$ cat src/rtl/sar_pkg.sv
package sar_pkg;
  typedef enum logic {
    ST_IDLE  = 1'b0,
    ST_TRIAL = 1'b1
  } sar_state_t;
endpackage

$ cat src/rtl/sar_sync.sv
module sar_sync #(
  parameter int STAGES = 2
) (
  input  logic clk,
  input  logic rst,
  input  logic d_i,
  output logic q_o
);
  logic [STAGES-1:0] chain_q;

  always_ff @(posedge clk) begin
    if (rst) chain_q <= '0;
    else     chain_q <= {chain_q[STAGES-2:0], d_i};
  end

  assign q_o = chain_q[STAGES-1];
endmodule

$ cat src/rtl/sar_settle_tmr.sv
module sar_settle_tmr #(
  parameter int CNT_W = 24
) (
  input  logic             clk,
  input  logic             rst,
  input  logic             load_i,
  input  logic [CNT_W-1:0] load_val_i,
  output logic [CNT_W-1:0] cnt_o,
  output logic             zero_o
);
  logic [CNT_W-1:0] cnt_q;

  always_ff @(posedge clk) begin
    if (rst)              cnt_q <= '0;
    else if (load_i)      cnt_q <= load_val_i;
    else if (cnt_q != '0) cnt_q <= cnt_q - 1'b1;
  end

  assign cnt_o  = cnt_q;
  assign zero_o = (cnt_q == '0);
endmodule

$ cat src/rtl/sar_bit_reg.sv
module sar_bit_reg #(
  parameter int RES_W = 10
) (
  input  logic             clk,
  input  logic             rst,
  input  logic             load_i,
  input  logic             decide_i,
  input  logic             keep_i,
  output logic [RES_W-1:0] code_o,
  output logic [RES_W-1:0] resolved_o,
  output logic             last_o
);
  localparam logic [RES_W-1:0] TOP_BIT = {1'b1, {(RES_W-1){1'b0}}};

  logic [RES_W-1:0] code_q;
  logic [RES_W-1:0] ptr_q;

  always_comb begin
    resolved_o = keep_i ? code_q : (code_q & ~ptr_q);
  end

  always_ff @(posedge clk) begin
    if (rst) begin
      code_q <= '0;
      ptr_q  <= '0;
    end else if (load_i) begin
      code_q <= TOP_BIT;
      ptr_q  <= TOP_BIT;
    end else if (decide_i) begin
      code_q <= resolved_o | (ptr_q >> 1);
      ptr_q  <= ptr_q >> 1;
    end
  end

  assign code_o = code_q;
  assign last_o = ptr_q[0];
endmodule

$ cat src/rtl/sar_stoch_ctrl.sv
module sar_stoch_ctrl
  import sar_pkg::*;
#(
  parameter int RES_W     = 10,
  parameter int CNT_W     = 24,
  parameter int SYNC_DEPTH = 2
) (
  input  logic             clk,
  input  logic             rst,
  input  logic             start_i,
  input  logic [CNT_W-1:0] settle_i,
  input  logic             cmp_i,
  output logic [RES_W-1:0] dac_code_o,
  output logic [RES_W-1:0] result_o,
  output logic             done_o
);
  sar_state_t       state_q;
  logic             busy;
  logic             accept;
  logic             decide;
  logic             last_bit;
  logic             cmp_s;
  logic             tmr_zero;
  logic             tmr_load;
  logic [CNT_W-1:0] tmr_cnt;
  logic [RES_W-1:0] resolved;
  logic [RES_W-1:0] result_q;
  logic             done_q;

  assign busy     = (state_q == ST_TRIAL);
  assign accept   = !busy && start_i;
  assign decide   = busy && tmr_zero;
  assign tmr_load = accept || (decide && !last_bit);

  sar_sync #(.STAGES(SYNC_DEPTH)) u_sync (
    .clk (clk),
    .rst (rst),
    .d_i (cmp_i),
    .q_o (cmp_s)
  );

  sar_settle_tmr #(.CNT_W(CNT_W)) u_tmr (
    .clk        (clk),
    .rst        (rst),
    .load_i     (tmr_load),
    .load_val_i (settle_i),
    .cnt_o      (tmr_cnt),
    .zero_o     (tmr_zero)
  );

  sar_bit_reg #(.RES_W(RES_W)) u_bits (
    .clk        (clk),
    .rst        (rst),
    .load_i     (accept),
    .decide_i   (decide),
    .keep_i     (cmp_s),
    .code_o     (dac_code_o),
    .resolved_o (resolved),
    .last_o     (last_bit)
  );

  always_ff @(posedge clk) begin
    if (rst) begin
      state_q  <= ST_IDLE;
      result_q <= '0;
      done_q   <= 1'b0;
    end else begin
      done_q <= 1'b0;
      case (state_q)
        ST_IDLE: if (start_i) state_q <= ST_TRIAL;
        ST_TRIAL: begin
          if (decide && last_bit) begin
            state_q  <= ST_IDLE;
            result_q <= resolved;
            done_q   <= 1'b1;
          end
        end
        default: state_q <= ST_IDLE;
      endcase
    end
  end

  assign result_o = result_q;
  assign done_o   = done_q;
endmodule

$ cat config.mk
export PLATFORM = sky130hd
export DESIGN_NAME = sar_stoch_ctrl
export DESIGN_NICKNAME = d
export VERILOG_FILES = /design/src/rtl/sar_pkg.sv /design/src/rtl/sar_sync.sv /design/src/rtl/sar_settle_tmr.sv /design/src/rtl/sar_bit_reg.sv /design/src/rtl/sar_stoch_ctrl.sv
export SDC_FILE = /design/constraint.sdc
export NUM_CORES = 1
export LEC_CHECK = 0
export ABC_AREA = 1
export BUFFER_PORTS_ARGS = -buffer_cell sky130_fd_sc_hd__buf_2
export CAP_MARGIN = 20
export CORE_UTILIZATION = 41
export DETAILED_ROUTE_END_ITERATION = 16
export RECOVER_POWER = 50
export SYNTH_ARGS = -nofsm -noshare
export SYNTH_HDL_FRONTEND = slang
export SYNTH_SLANG_ARGS = --single-unit
export TNS_END_PERCENT = 5
$ cat constraint.sdc
create_clock -name clk -period 2.2 [get_ports clk]
set_input_delay 0.44 -clock clk [delete_from_list [all_inputs] [get_ports clk]]
set_output_delay 0.44 -clock clk [all_outputs]
set_load 0.01 [all_outputs]
== Word-level counts from Yosys, hierarchy flattened ==
Cells that the tools add are included.
Storage, ports and cells
  flip-flop bits (word level): 58
  bits of input ports: 28
  output and inout port bits: 21
  logic and storage cells: 39
Operators by class
  $add $sub $neg: 1
  multiplexer cells: 11
  bitwise gates (word level): 4
  reductions and logical operators: 14
Operators with widths (number)
  10-bit two-way mux: 5
  24-bit two-way mux: 2
  24-bit zero test: 1
  24-bit nonzero test: 1
  24-bit by 1-bit subtractor with 24-bit output, second input constant: 1
  10-bit AND: 1
  10-bit inverter: 1
  10-bit by 9-bit OR with 10-bit output: 1
  1-bit logical AND: 4
  2-bit nonzero test: 2
  2-bit OR reduction: 2
  1-bit two-way mux: 3
  1-bit zero test: 2
  1-bit case mux with 2 select lines: 1
  2-bit AND reduction: 1
  1-bit logical OR: 1
  1-bit inverter: 1

== Logic depth before layout (Yosys ltp) ==
Gate-level depths: netlist (run 1).
  depth in word-level cells: 6
  gate-level depth with buffers: 12

== Cells and area by module ==
A second synthesis (run 1) with hierarchy kept.
Second synthesis, totals
  cells, all modules: 457
  area, all modules: 3115.5 um2
Modules (own cells, without submodules)
  sar_settle_tmr: instances 1, cells an instance 277, area an instance 1774.2 um2, sequential area each 480.5 um2
  sar_bit_reg: instances 1, cells an instance 116, area an instance 820.8 um2, sequential area each 400.4 um2
  sar_stoch_ctrl: instances 1, cells an instance 58, area an instance 465.4 um2, sequential area each 240.2 um2
  sar_sync: instances 1, cells an instance 6, area an instance 55.1 um2, sequential area each 40.0 um2

== Worst setup path after synthesis (run 1) ==
OpenSTA, ideal clock, no wires.
  path type: reg-to-reg
  start: register u_tmr.cnt_q[0], in the netlist u_tmr.cnt_o[0]
  end: register u_tmr.cnt_q[20], in the netlist u_tmr.cnt_o[20]
  library setup time: 0.130 ns
  data arrival time: 1.434 ns
  setup slack: 0.636 ns
  stages on the path, launching flop included: 13
  path buffers: 1
  cell sequence: dfxtp_1 -> inv_1 -> ha_1 -> nand2_1 -> nor2_1 -> nand2_2 -> nor2_4 -> nand3_4 -> nand2_4 -> buf_8 -> nand2_1 -> nand3_1 -> nor2_1
On the way
  longest elaborated chain between the ends: 5
RTL lines
  start: declaration: RTL line sar_settle_tmr.sv:11  | logic [CNT_W-1:0] cnt_q;
  start signal: assignment: RTL line sar_settle_tmr.sv:15  | else if (load_i) cnt_q <= load_val_i;
  start signal: assignment: RTL line sar_settle_tmr.sv:16  | else if (cnt_q != '0) cnt_q <= cnt_q - 1'b1;
  parallel branches: the longest is 5 deep, another holds 24-bit by 1-bit subtractor with 24-bit output
Parallel ways; which one is timed is not known. The select of a mux whose other input is x is not followed.
A chain may end at the register's enable or synchronous reset.

== Worst setup path in the final report (run 1) ==
  start: register u_tmr.cnt_q[18], in the netlist u_tmr.cnt_o[18]
  end: register u_bits.code_q[1], in the netlist u_bits.code_o[1]
On the way
  longest elaborated chain between the ends: 2
RTL lines
  24-bit zero test: RTL line sar_settle_tmr.sv:20  | assign zero_o = (cnt_q == '0);
  1-bit logical AND: RTL line sar_stoch_ctrl.sv:32  | assign decide = busy && tmr_zero;
  end signal: assignment: RTL line sar_bit_reg.sv:30  | code_q <= resolved_o | (ptr_q >> 1);
  end: declaration: RTL line sar_bit_reg.sv:15  | logic [RES_W-1:0] code_q;
Every way passes these cells.

==> run metrics, run 1 <==
status=completed; crit start category=flop; Worst EP arrival=approximately 2.1 ns; Largest stage delay, worst path=approximately 0.32 ns; post-placement setup slack=~0.24 ns; # H-tree levels=3; nets=509; Die X=between 80 and 90 um; GRT Total Usage=0.2018; Pre-Repair DR Iteration Count=5; io pins=49; final worst-path setup slack=about 0.27 ns; largest net degree at the start of global routing=25; Synth Area per Inst=about 6.8 sq um; Synth-to-Final Area Change=19.81%; initial antenna violation count=0; Final min period=between 1.5 and 2 ns; Final Slew Violations=0; Core Util, Final=0.5090; Post-route DRC=0; crit path cell chain=nor2_1, nand2_1, nor2_1, nand2_1, nor2_1, nand2_1, clkbuf_2, o21ai_0, a21oi_1; final WL=approximately 7000 um; Sink Count=just under 60; vias per inst=between 4 and 5; number of port buffers=48; max_slew headroom=0.4039; Hold Crit Class=in -> reg; Clock transition at path regs=about 0.070 ns; P_leak=between 1.5 and 2 nW; # hold bufs at CTS=0; WS Path Type=reg -> reg; Power Density=a little under 900 nW/um^2; post-route ant nets=0; core area=6794 sq um; critical path capture point type=flop; Worst-Skew Late Latency=~0.34 ns; CP Max Fanout=11; post-CTS setup buffer count=0; CP required=between 2 and 2.5 ns; Final period util=0.8764; Fin. Hold Viols=0; CTS tree=built; share of post-route cells with drive strength above 1=0.1532; wire per inst=12.15 um; DR vias=2769; post-route setup TNS=0 ns; initial DRC count=around 170; Clock Tree Buf Depth=2; DP Wirelength=approximately 5000 um; RSZ-0062 raised after global routing=false; maximum clock frequency=between 500 and 600 MHz; Netlist cell types=32; Syn Nets=between 400 and 500; Syn Inst Count=around 420; Inserted Diodes=0; routability cong.=roughly 0.89; Slowest cell on crit path=dfxtp_1; final count of negative-setup-slack endpoints=0; FF+latch count, synth=58; Yosys warnings=0; GR Overflow Total=0; Die ar.=roughly 7400 sq um; CTS root buf=clkbuf_8; maximum vdd drop=about 0.37 mV; Crit path max-delay family=simple AND/OR/NAND/NOR gates; worst path bufs/invs=1; Starting Density=0.4249; synthesized area=2887 sq um; vias in the first global route=2502; Worst Tran Pin Value=0.8942 ns; sequential share of the synthesized area=0.4023; Max Cap Viol=0; total CTS buffers=9; Die H=around 86 um; skew final=about 0.0056 ns; Row Count=30; fin cells=around 580; first-pass GRT wire length=roughly 12000 um; placed insts=~560
-- Yosys cell counts --
cell / instances / share of area
nand2_1: 119 / 0.15
dfxtp_1: 58 / 0.40
nor2_1: 49 / 0.064
nand3_1: 42 / 0.073
inv_1: 40 / 0.052
a21oi_1: 39 / 0.068
o21ai_0: 14 / 0.024
nand4_1: 7 / 0.015
nor2_2: 5 / 0.011
or2_2: 5 / 0.011
a21oi_2: 4 / 0.012
buf_2: 4 / 0.0069
clkbuf_1: 4 / 0.0052
nor2_4: 4 / 0.016
nor3_1: 3 / 0.0052
xnor2_1: 3 / 0.0091
xor2_1: 3 / 0.0091
buf_8: 2 / 0.010
clkinv_1: 2 / 0.0026
ha_1: 2 / 0.0087
nand2_2: 2 / 0.0043
nand3b_1: 2 / 0.0052
a21boi_0: 1 / 0.0026
buf_1: 1 / 0.0013
inv_2: 1 / 0.0013
nand2_4: 1 / 0.0039
nand3_2: 1 / 0.0035
nand3_4: 1 / 0.0061
nand4_2: 1 / 0.0043
nor3_2: 1 / 0.0035
o2111ai_1: 1 / 0.0030
o21ai_1: 1 / 0.0017
-- registers in the layout, summed over array words and instances, names as in the netlist --
name            cells
result_o           10
done_o              1
u_bits.code_o      10
u_sync.chain_q      2
u_bits.ptr_q       10
u_tmr.cnt_o        24
busy                1
-- metrics by stage --
step                instance area, sq um  hold slack (ns)  power, mW
floorplan                           2887           0.3883      1.637
global placement                    3238           0.3978      1.785
detailed placement                  3238           0.4011      1.788
CTS                                 3492           0.2999      3.090
global route                        3458           0.3163      3.221
finish                              3458           0.3086      3.066
-- tightest hold or removal path: cells and delay by family --
kind                   cells  cell delay, ns
AND/OR/NAND/NOR            1            0.06
buffers and inverters      2            0.11
-- logic make-up after synthesis --
logic type,count (synthesis),share of synthesized area
and+or+nand+nor,243,0.3797
AOI/OAI and AO/OA,60,0.1114
DFF,58,0.4023
buffers and inverters,54,0.07975
xor gates and xnor gates,6,0.01821
adders and majority gates,2,0.008668
-- cell type report --
cell class | count | area, sq um
Clock inverter | 6 | 130.1
Timing Repair Buffer | 56 | 264.0
Inverter | 43 | 161.4
Multi-Input combinational cell | 311 | 1498
Tap cell | 96 | 120.1
Fill cell | 731 | 3336
Sequential cell | 58 | 1161
Clock buffer | 9 | 123.9
-- worst paths after layout --
kind	from	end	slack, ns	depth (start not counted)
hold / removal	cmp_i	u_sync.chain_q[0]	0.31	3
setup reg to reg	u_tmr.cnt_o[18]	u_bits.code_o[1]	0.27	9
hold reg to reg	u_sync.chain_q[0]	u_sync.chain_q[1]	0.41	2
setup / recovery	u_tmr.cnt_o[18]	u_bits.code_o[1]	0.27	9
-- report_power, final --
| part | total [mW] | switching [mW] | internal, mW |
|---|---|---|---|
| combinational | 0.600 | 0.377 | 0.223 |
| sequential | 1.17 | 0.0569 | 1.11 |
| clock | 1.30 | 0.443 | 0.857 |
| total | 3.07 | 0.877 | 2.19 |
-- layout by cell type (no fill, tap or decap), types with 2 or more instances in the layout --
cell,instances
a21oi_1,39
a21oi_2,4
buf_2,26
buf_4,5
bufinv_16,4
clkbuf_1,23
clkbuf_2,2
clkbuf_8,9
clkinv_1,2
clkinv_2,2
dfxtp_1,58
ha_1,2
inv_1,41
nand2_1,118
nand2_2,3
nand3_1,42
nand3b_1,2
nand4_1,7
nor2_1,49
nor2_2,5
nor2_4,4
nor3_1,3
o21ai_0,14
or2_2,5
xnor2_1,3
xor2_1,3
-- what timing repair did --
| item | 4_1_cts | 5_1_grt |
|---|---|---|
| resized for setup | 0 | 1 |
| hold endpoints to repair | 0 | 0 |
| setup endpoints to repair | 0 | 7 |
-- per-layer routing --
metal  part of all wire  up-vias  wire length (um)  track usage
li1                   -     1472                 -            -
met1               0.52     1210              3647       0.2873
met2               0.42       76              2960       0.2994
met3              0.049       11               344      0.05390
met4              0.012        0                82      0.05606
met5                  0        -                 0            0
Power figures use the tool's default switching activity.
==> run 2, diff against run 1 <==
--- a/config.mk
+++ b/config.mk
@@ -8,8 +8,9 @@
 export ABC_AREA = 1
 export BUFFER_PORTS_ARGS = -buffer_cell sky130_fd_sc_hd__buf_2
 export CAP_MARGIN = 20
-export CORE_UTILIZATION = 41
+export CORE_UTILIZATION = 50
 export DETAILED_ROUTE_END_ITERATION = 16
+export PLACE_DENSITY = 0.75
 export RECOVER_POWER = 50
 export SYNTH_ARGS = -nofsm -noshare
 export SYNTH_HDL_FRONTEND = slang
==> constraint.sdc (replaced) <==
create_clock -name clk -period 1.6 [get_ports clk]
set_input_delay 0.32 -clock clk [delete_from_list [all_inputs] [get_ports clk]]
set_output_delay 0.32 -clock clk [all_outputs]
set_load 0.01 [all_outputs]
==> run 2 against run 1 <==
Net effect:
- the flow now finishes with violations (setup timing)
- via count is 15% higher
- clock power increased by 5%
- final cell count increased by 5.5%
- register-to-register slack lost 0.41 ns
- wire length rose by 22%
- core utilization grew 22 points
- global-route usage rose by 7.8 points
- critical path type unchanged
==> run metrics, run 2 (same netlist as run 1, synthesis figures left out) <==
post-route ant nets=0 (unchanged); Starting Density=0.5210 (was 0.4249); Power Density=1052 nW/um^2 (was 886.5 nW/um^2); Max Cap Viol=0 (unchanged); most common cell after layout, fill and taps aside=nand2_1 (unchanged); vias in the first global route=2994 (was 2502); first-pass GRT wire length=13220 um (was 11670 um); total CTS buffers=9 (unchanged); crit path cell chain=nor2_2, nand2_2, nor2_4, nand2_2, nor2_4, nand3_4, nand2_8, buf_6, nand2_1, a21oi_2 (was nor2_1, nand2_1, nor2_1, nand2_1, nor2_1, nand2_1, clkbuf_2, o21ai_0, a21oi_1); Slowest cell on crit path=dfxtp_1 (unchanged); DP Wirelength=5602 um (was 5006 um); share of post-route cells with drive strength above 1=0.3358 (was 0.1532); Largest register FFs=24 (unchanged); io pins=49 (unchanged); Sink Count=58 (unchanged); Final Slew Violations=0 (unchanged); Worst Tran Pin Value=0.3406 ns (was 0.8942 ns); CTS tree=built (unchanged); number of port buffers=48 (unchanged); total power=4.245 mW (was 3.066 mW); nets=565 (was 509); reg-to-reg slack, setup=-0.14 ns (was 0.27 ns); Inserted Diodes=0 (unchanged); R2R depth=10 (was 9); Synth-to-Final Area Change=39.79% (was 19.81%); WS Path Type=reg -> reg (unchanged); initial antenna violation count=0 (unchanged); # hold bufs at CTS=0 (unchanged); max_slew headroom=0.7715 (was 0.4039); Pre-Repair DR Iteration Count=6 (was 5); Clock Tree Buf Depth=2 (unchanged); Largest stage delay, worst path=0.32 ns (about the same); RSZ-0062 raised after global routing=true (was false); # H-tree levels=3 (unchanged); Die X=77.98 um (was 85.91 um); Clock transition at path regs=0.07 ns (about the same); post-route setup TNS=-3.082 ns (was 0 ns); Die H=77.98 um (was 85.91 um); final WL=8556 um (was 7035 um); initial DRC count=332 (was 167); final count of negative-setup-slack endpoints=47 (was 0); Worst-Skew Late Latency=0.35 ns (was 0.34 ns); vias per inst=5.216 (was 4.782); Die ar.=6081 sq um (was 7380 sq um); GRT Total Usage=0.2798 (was 0.2018); P_leak=1.856 nW (was 1.526 nW); CP required=1.87 ns (was 2.41 ns); Final period util=1.088 (was 0.8764); critical path capture point type=flop (unchanged); CTS root buf=clkbuf_8 (unchanged); Row Count=27 (was 30); Post-route DRC=0 (unchanged); core area=5540 sq um (was 6794 sq um); Fin. Hold Viols=0 (unchanged); largest net degree at the start of global routing=20 (was 25); wire per inst=14.00 um (was 12.15 um); routability cong.=0.9288 (was 0.8904); Hold Crit Class=in -> reg (unchanged); GR Overflow Total=0 (unchanged); CP Max Fanout=7 (was 11); DR vias=3187 (was 2769); crit start category=flop (unchanged); Final min period=1.740 ns (was 1.928 ns); failing checks=setup timing; Hold Path Stages=3 (unchanged); skew final=0.007691 ns (was 0.005584 ns); Worst EP arrival=2.01 ns (was 2.14 ns); final worst-path setup slack=-0.1402 ns (was 0.2718 ns); maximum clock frequency=574.6 MHz (was 518.6 MHz); maximum vdd drop=0.7496 mV (was 0.3719 mV); commonest non-fill, non-tap cells in the layout=nand2_1 (111), buf_4 (56), dfxtp_1 (54) (was nand2_1 (118), dfxtp_1 (58), nor2_1 (49)); status=finished with violations (was completed)
## run 2: cell types whose count changed in the layout (fill, tap and decap cells not counted), sizes merged
cell / delta
clkinvlp: +2
clkbuf: -13
bufinv: -3
nand2: +1
buf: +69
## run 2: power by group
part	internal [mW]	total, mW	switching, mW
combinational	0.580	1.28	0.702
sequential	1.53	1.60	0.0686
clock	0.747	1.37	0.621
## run 2: path summary, 6_finish.rpt
check / from / end
worst min-delay path: cmp_i / u_sync.chain_q[0]
worst max register to register: u_tmr.cnt_o[15] / u_tmr.cnt_o[13]
worst min register to register: u_sync.chain_q[0] / u_sync.chain_q[1]
worst max-delay path: u_tmr.cnt_o[15] / u_tmr.cnt_o[13]
## run 2: final cells by class
cell class                 instances  area [sq um]
clock buffer                      10         137.6
clock inverter                     5         55.05
fill                             440          1505
inverter                          43         166.4
multi-input combinational        312          1659
sequential                        58          1166
tap                               72         90.09
timing repair buffer             111         760.7
## run 2: stage by stage
stage	util	instance area, sq um	worst slack (ns)	cells	hold WS [ns]
2_1_floorplan	-	2887	0.03564	423	0.3883
3_3_place_gp	0.6491	3596	-0.1123	585	0.3998
3_5_place_dp	0.6491	3596	-0.1548	585	0.3979
4_1_cts	0.6985	3870	-0.01671	604	0.1819
5_1_grt	0.7283	4035	-0.2190	611	0.1895
6_report	0.7283	4035	-0.1402	611	0.1790
## run 2: critical path, delay by kind of cell (launching register included)
family / cells / cell delay (ns)
simple gates: 8 / 1.09
flops: 1 / 0.32
compound gates: 1 / 0.14
buf+inv: 1 / 0.12
## run 2: timing repair
| item | CTS | global route |
|---|---|---|
| buffers inserted | 4 | 6 |
| hold endpoints to repair | 0 | 0 |
| cloned | 0 | 1 |
| pin swaps | 4 | 17 |
| gates resized for setup | 15 | 42 |
| endpoints found under the setup margin | 46 | 54 |
## run 2: metal layers
layer	share of wire	routed length, um	GRT usage
met3	0.071	609	0.04588
met2	0.47	4047	0.4531
met1	0.43	3714	0.3686
met4	0.022	184	0.1167
met5	0	0	0
==> run 3, diff against run 2 <==
--- a/config.mk
+++ b/config.mk
@@ -8,9 +8,9 @@
 export ABC_AREA = 1
 export BUFFER_PORTS_ARGS = -buffer_cell sky130_fd_sc_hd__buf_2
 export CAP_MARGIN = 20
-export CORE_UTILIZATION = 50
+export CORE_UTILIZATION = 55
 export DETAILED_ROUTE_END_ITERATION = 16
-export PLACE_DENSITY = 0.75
+export PLACE_DENSITY = 0.78
 export RECOVER_POWER = 50
 export SYNTH_ARGS = -nofsm -noshare
 export SYNTH_HDL_FRONTEND = slang
==> constraint.sdc (replaced) <==
create_clock -name clk -period 2 [get_ports clk]
set_input_delay 0.4 -clock clk [delete_from_list [all_inputs] [get_ports clk]]
set_output_delay 0.4 -clock clk [all_outputs]
set_load 0.01 [all_outputs]
==> run 3 against run 2 <==
Net effect:
- worst setup slack better by 0.29 ns
- via count down 11%
- global-route usage down 0.88 points
- sequential power down 20%
- maximum frequency down 5.8%
- the flow now finishes without violations
- largest cell class unchanged
- highest routed layer unchanged
- register-to-register slack better by 0.29 ns
- first-iteration DRC count down 45%
- die area down 8.9%
- sequential share of layout area up 4.4 points
==> run metrics, run 3 (same netlist as run 1, synthesis figures left out) <==
final worst-path setup slack=0.1532 ns (was -0.1402 ns); Inserted Diodes=0 (unchanged); GR Overflow Total=0 (unchanged); R2R depth=9 (was 10); core area=5075 sq um (was 5540 sq um); share of post-route cells with drive strength above 1=0.1639 (was 0.3358); met2 WL=3054 um (was 4047 um); first-pass GRT wire length=11260 um (was 13220 um); most common cell after layout, fill and taps aside=nand2_1 (unchanged); max_slew headroom=0.6411 (was 0.7715); # H-tree levels=3 (unchanged); Pre-Repair DR Iteration Count=5 (was 6); Min Hold Slack=0.2713 ns (was 0.1790 ns); worst hold start=cmp_i (unchanged); Worst EP arrival=2.14 ns (was 2.01 ns); Slowest cell on crit path=dfxtp_1 (unchanged); CP required=2.29 ns (was 1.87 ns); Hold Crit Class=in -> reg (unchanged); vias in the first global route=2534 (was 2994); nets=513 (was 565); WS Path Type=reg -> reg (unchanged); Sink Count=58 (unchanged); post-route ant nets=0 (unchanged); RSZ-0062 raised after global routing=true (unchanged); DR top layer=met4 (unchanged); crit path cell chain=nor2_2, nand2_1, nor2_1, nand3_2, nor2_2, nand2_2, nor2_4, nand3_1, nand2_1 (was nor2_2, nand2_2, nor2_4, nand2_2, nor2_4, nand3_4, nand2_8, buf_6, nand2_1, a21oi_2); routability cong.=0.9151 (was 0.9288); logic gate share of total power=0.199 (was 0.302); fin cells=558 (was 611); switching power=948.2 uW (was 1.392 mW); CP Max Fanout=8 (was 7); Hold Path Stages=3 (unchanged); met1 WL=3298 um (was 3714 um); post-placement setup slack=0.1538 ns (was -0.1548 ns); area occupied by multi-input gates=1506 sq um (was 1659 sq um); Seq pwr share=0.376 (about the same); Synth-to-Final Area Change=20.81% (was 39.79%); Worst Tran Pin Value=0.5377 ns (was 0.3406 ns); crit path from=u_tmr.cnt_o[16] (was u_tmr.cnt_o[15]); number of port buffers=48 (unchanged); Int Pwr=2.468 mW (was 2.853 mW); placed insts=542 (was 585); Die ar.=5542 sq um (was 6081 sq um); status=completed (was finished with violations); vias per inst=5.093 (was 5.216); Die H=74.45 um (was 77.98 um); Largest register FFs=24 (unchanged); total CTS buffers=9 (unchanged); wire per inst=12.13 um (was 14.00 um); initial antenna violation count=0 (unchanged); Starting Density=0.5688 (was 0.5210); area taken by flip-flops and latches=1161 sq um (was 1166 sq um); switching portion of total power=0.2776 (was 0.3278); final count of negative-setup-slack endpoints=0 (was 47); io pins=49 (unchanged); reg-to-reg slack, setup=0.15 ns (was -0.14 ns); Routed met3 length=309 um (was 609 um); Fin. Hold Viols=0 (unchanged); CTS tree=built (unchanged); Row Count=26 (was 27); P_leak=1.557 nW (was 1.856 nW); maximum clock frequency=541.5 MHz (was 574.6 MHz); crit start category=flop (unchanged); initial DRC count=181 (was 332); post-CTS setup buffer count=0 (was 4); Final min period=1.847 ns (was 1.740 ns); Post-route DRC=0 (unchanged); critical path capture point type=flop (unchanged); Worst-Skew Late Latency=0.35 ns (about the same); hold endpoint=u_sync.chain_q[0] (unchanged); clock power share=0.425 (was 0.322); GRT Total Usage=0.2710 (was 0.2798); commonest non-fill, non-tap cells in the layout=nand2_1 (119), dfxtp_1 (58), nor2_1 (48) (was nand2_1 (111), buf_4 (56), dfxtp_1 (54)); Final period util=0.9234 (was 1.088); worst r2r src=u_tmr.cnt_o[16] (was u_tmr.cnt_o[15]); filler instances=475 (was 440); CTS root buf=clkbuf_8 (unchanged); final WL=6769 um (was 8556 um); worst reg2reg path endpoint=result_o[8] (was u_tmr.cnt_o[13]); largest net degree at the start of global routing=28 (was 20); Final Slew Violations=0 (unchanged); Power Density=979.7 nW/um^2 (was 1052 nW/um^2); maximum vdd drop=0.6912 mV (was 0.7496 mV); DP Wirelength=4789 um (was 5602 um); skew final=0.008690 ns (was 0.007691 ns); Clock transition at path regs=0.06 ns (was 0.07 ns); Largest stage delay, worst path=0.35 ns (was 0.32 ns); Max Cap Viol=0 (unchanged); Clock Tree Buf Depth=2 (unchanged); DR vias=2842 (was 3187); Die X=74.45 um (was 77.98 um)
run 3: power by group through the flow:
| stage | clock (mW) | combinational [mW] | sequential [mW] |
|---|---|---|---|
| 3_3_place_gp | 0 | 0.658 | 1.30 |
| 4_1_cts | 1.47 | 0.674 | 1.28 |
| 5_1_grt | 1.52 | 0.772 | 1.29 |
| 2_1_floorplan | 0 | 0.507 | 1.29 |
| 6_report | 1.45 | 0.681 | 1.28 |
| 3_5_place_dp | 0 | 0.667 | 1.31 |
run 3: how the worst max path moves through the flow:
stage	endpoint	slack, ns	cells past startpoint
after floorplan	u_tmr.cnt_o[20]	0.44	12
after global placement	result_o[9]	0.18	9
after detailed placement	result_o[8]	0.15	9
after CTS	result_o[8]	0.12	9
after global routing	u_tmr.cnt_o[4]	-0.07	9
final	result_o[8]	0.15	9
run 3: stage by stage:
step                      setup TNS (ns)  cell area, sq um  power, mW  utilization
final                                  0              3487      3.416       0.6871
after CTS                              0              3502      3.426       0.6901
after global routing            -0.09792              3487      3.588       0.6871
after floorplan                        0              2887      1.800            -
after detailed placement               0              3236      1.972       0.6376
after global placement                 0              3236      1.963       0.6376
run 3: cell type report:
class                   count  share of cell area
well taps                  70             0.02512
inverters                  43             0.04629
repair buffers             60             0.08719
multi-input cells         311              0.4320
flip-flops and latches     58              0.3330
clock inverters             5             0.03588
clock buffers              11             0.04055
run 3: routing by layer:
| layer | track usage | up-vias |
|---|---|---|
| li1 | - | 1482 |
| met1 | 0.3515 | 1286 |
| met2 | 0.4194 | 62 |
| met3 | 0.08130 | 12 |
| met4 | 0.1132 | 0 |
| met5 | 0 | - |
run 3: critical path, delay by kind of cell (launching register included):
kind | cells | cell delay (ns)
simple gates | 9 | 1.44
flops | 1 | 0.35
run 3: repair_timing:
item                                    CTS  global route
hold buffers                              0             0
endpoints found under the setup margin    0            12
resized for setup                         0             3
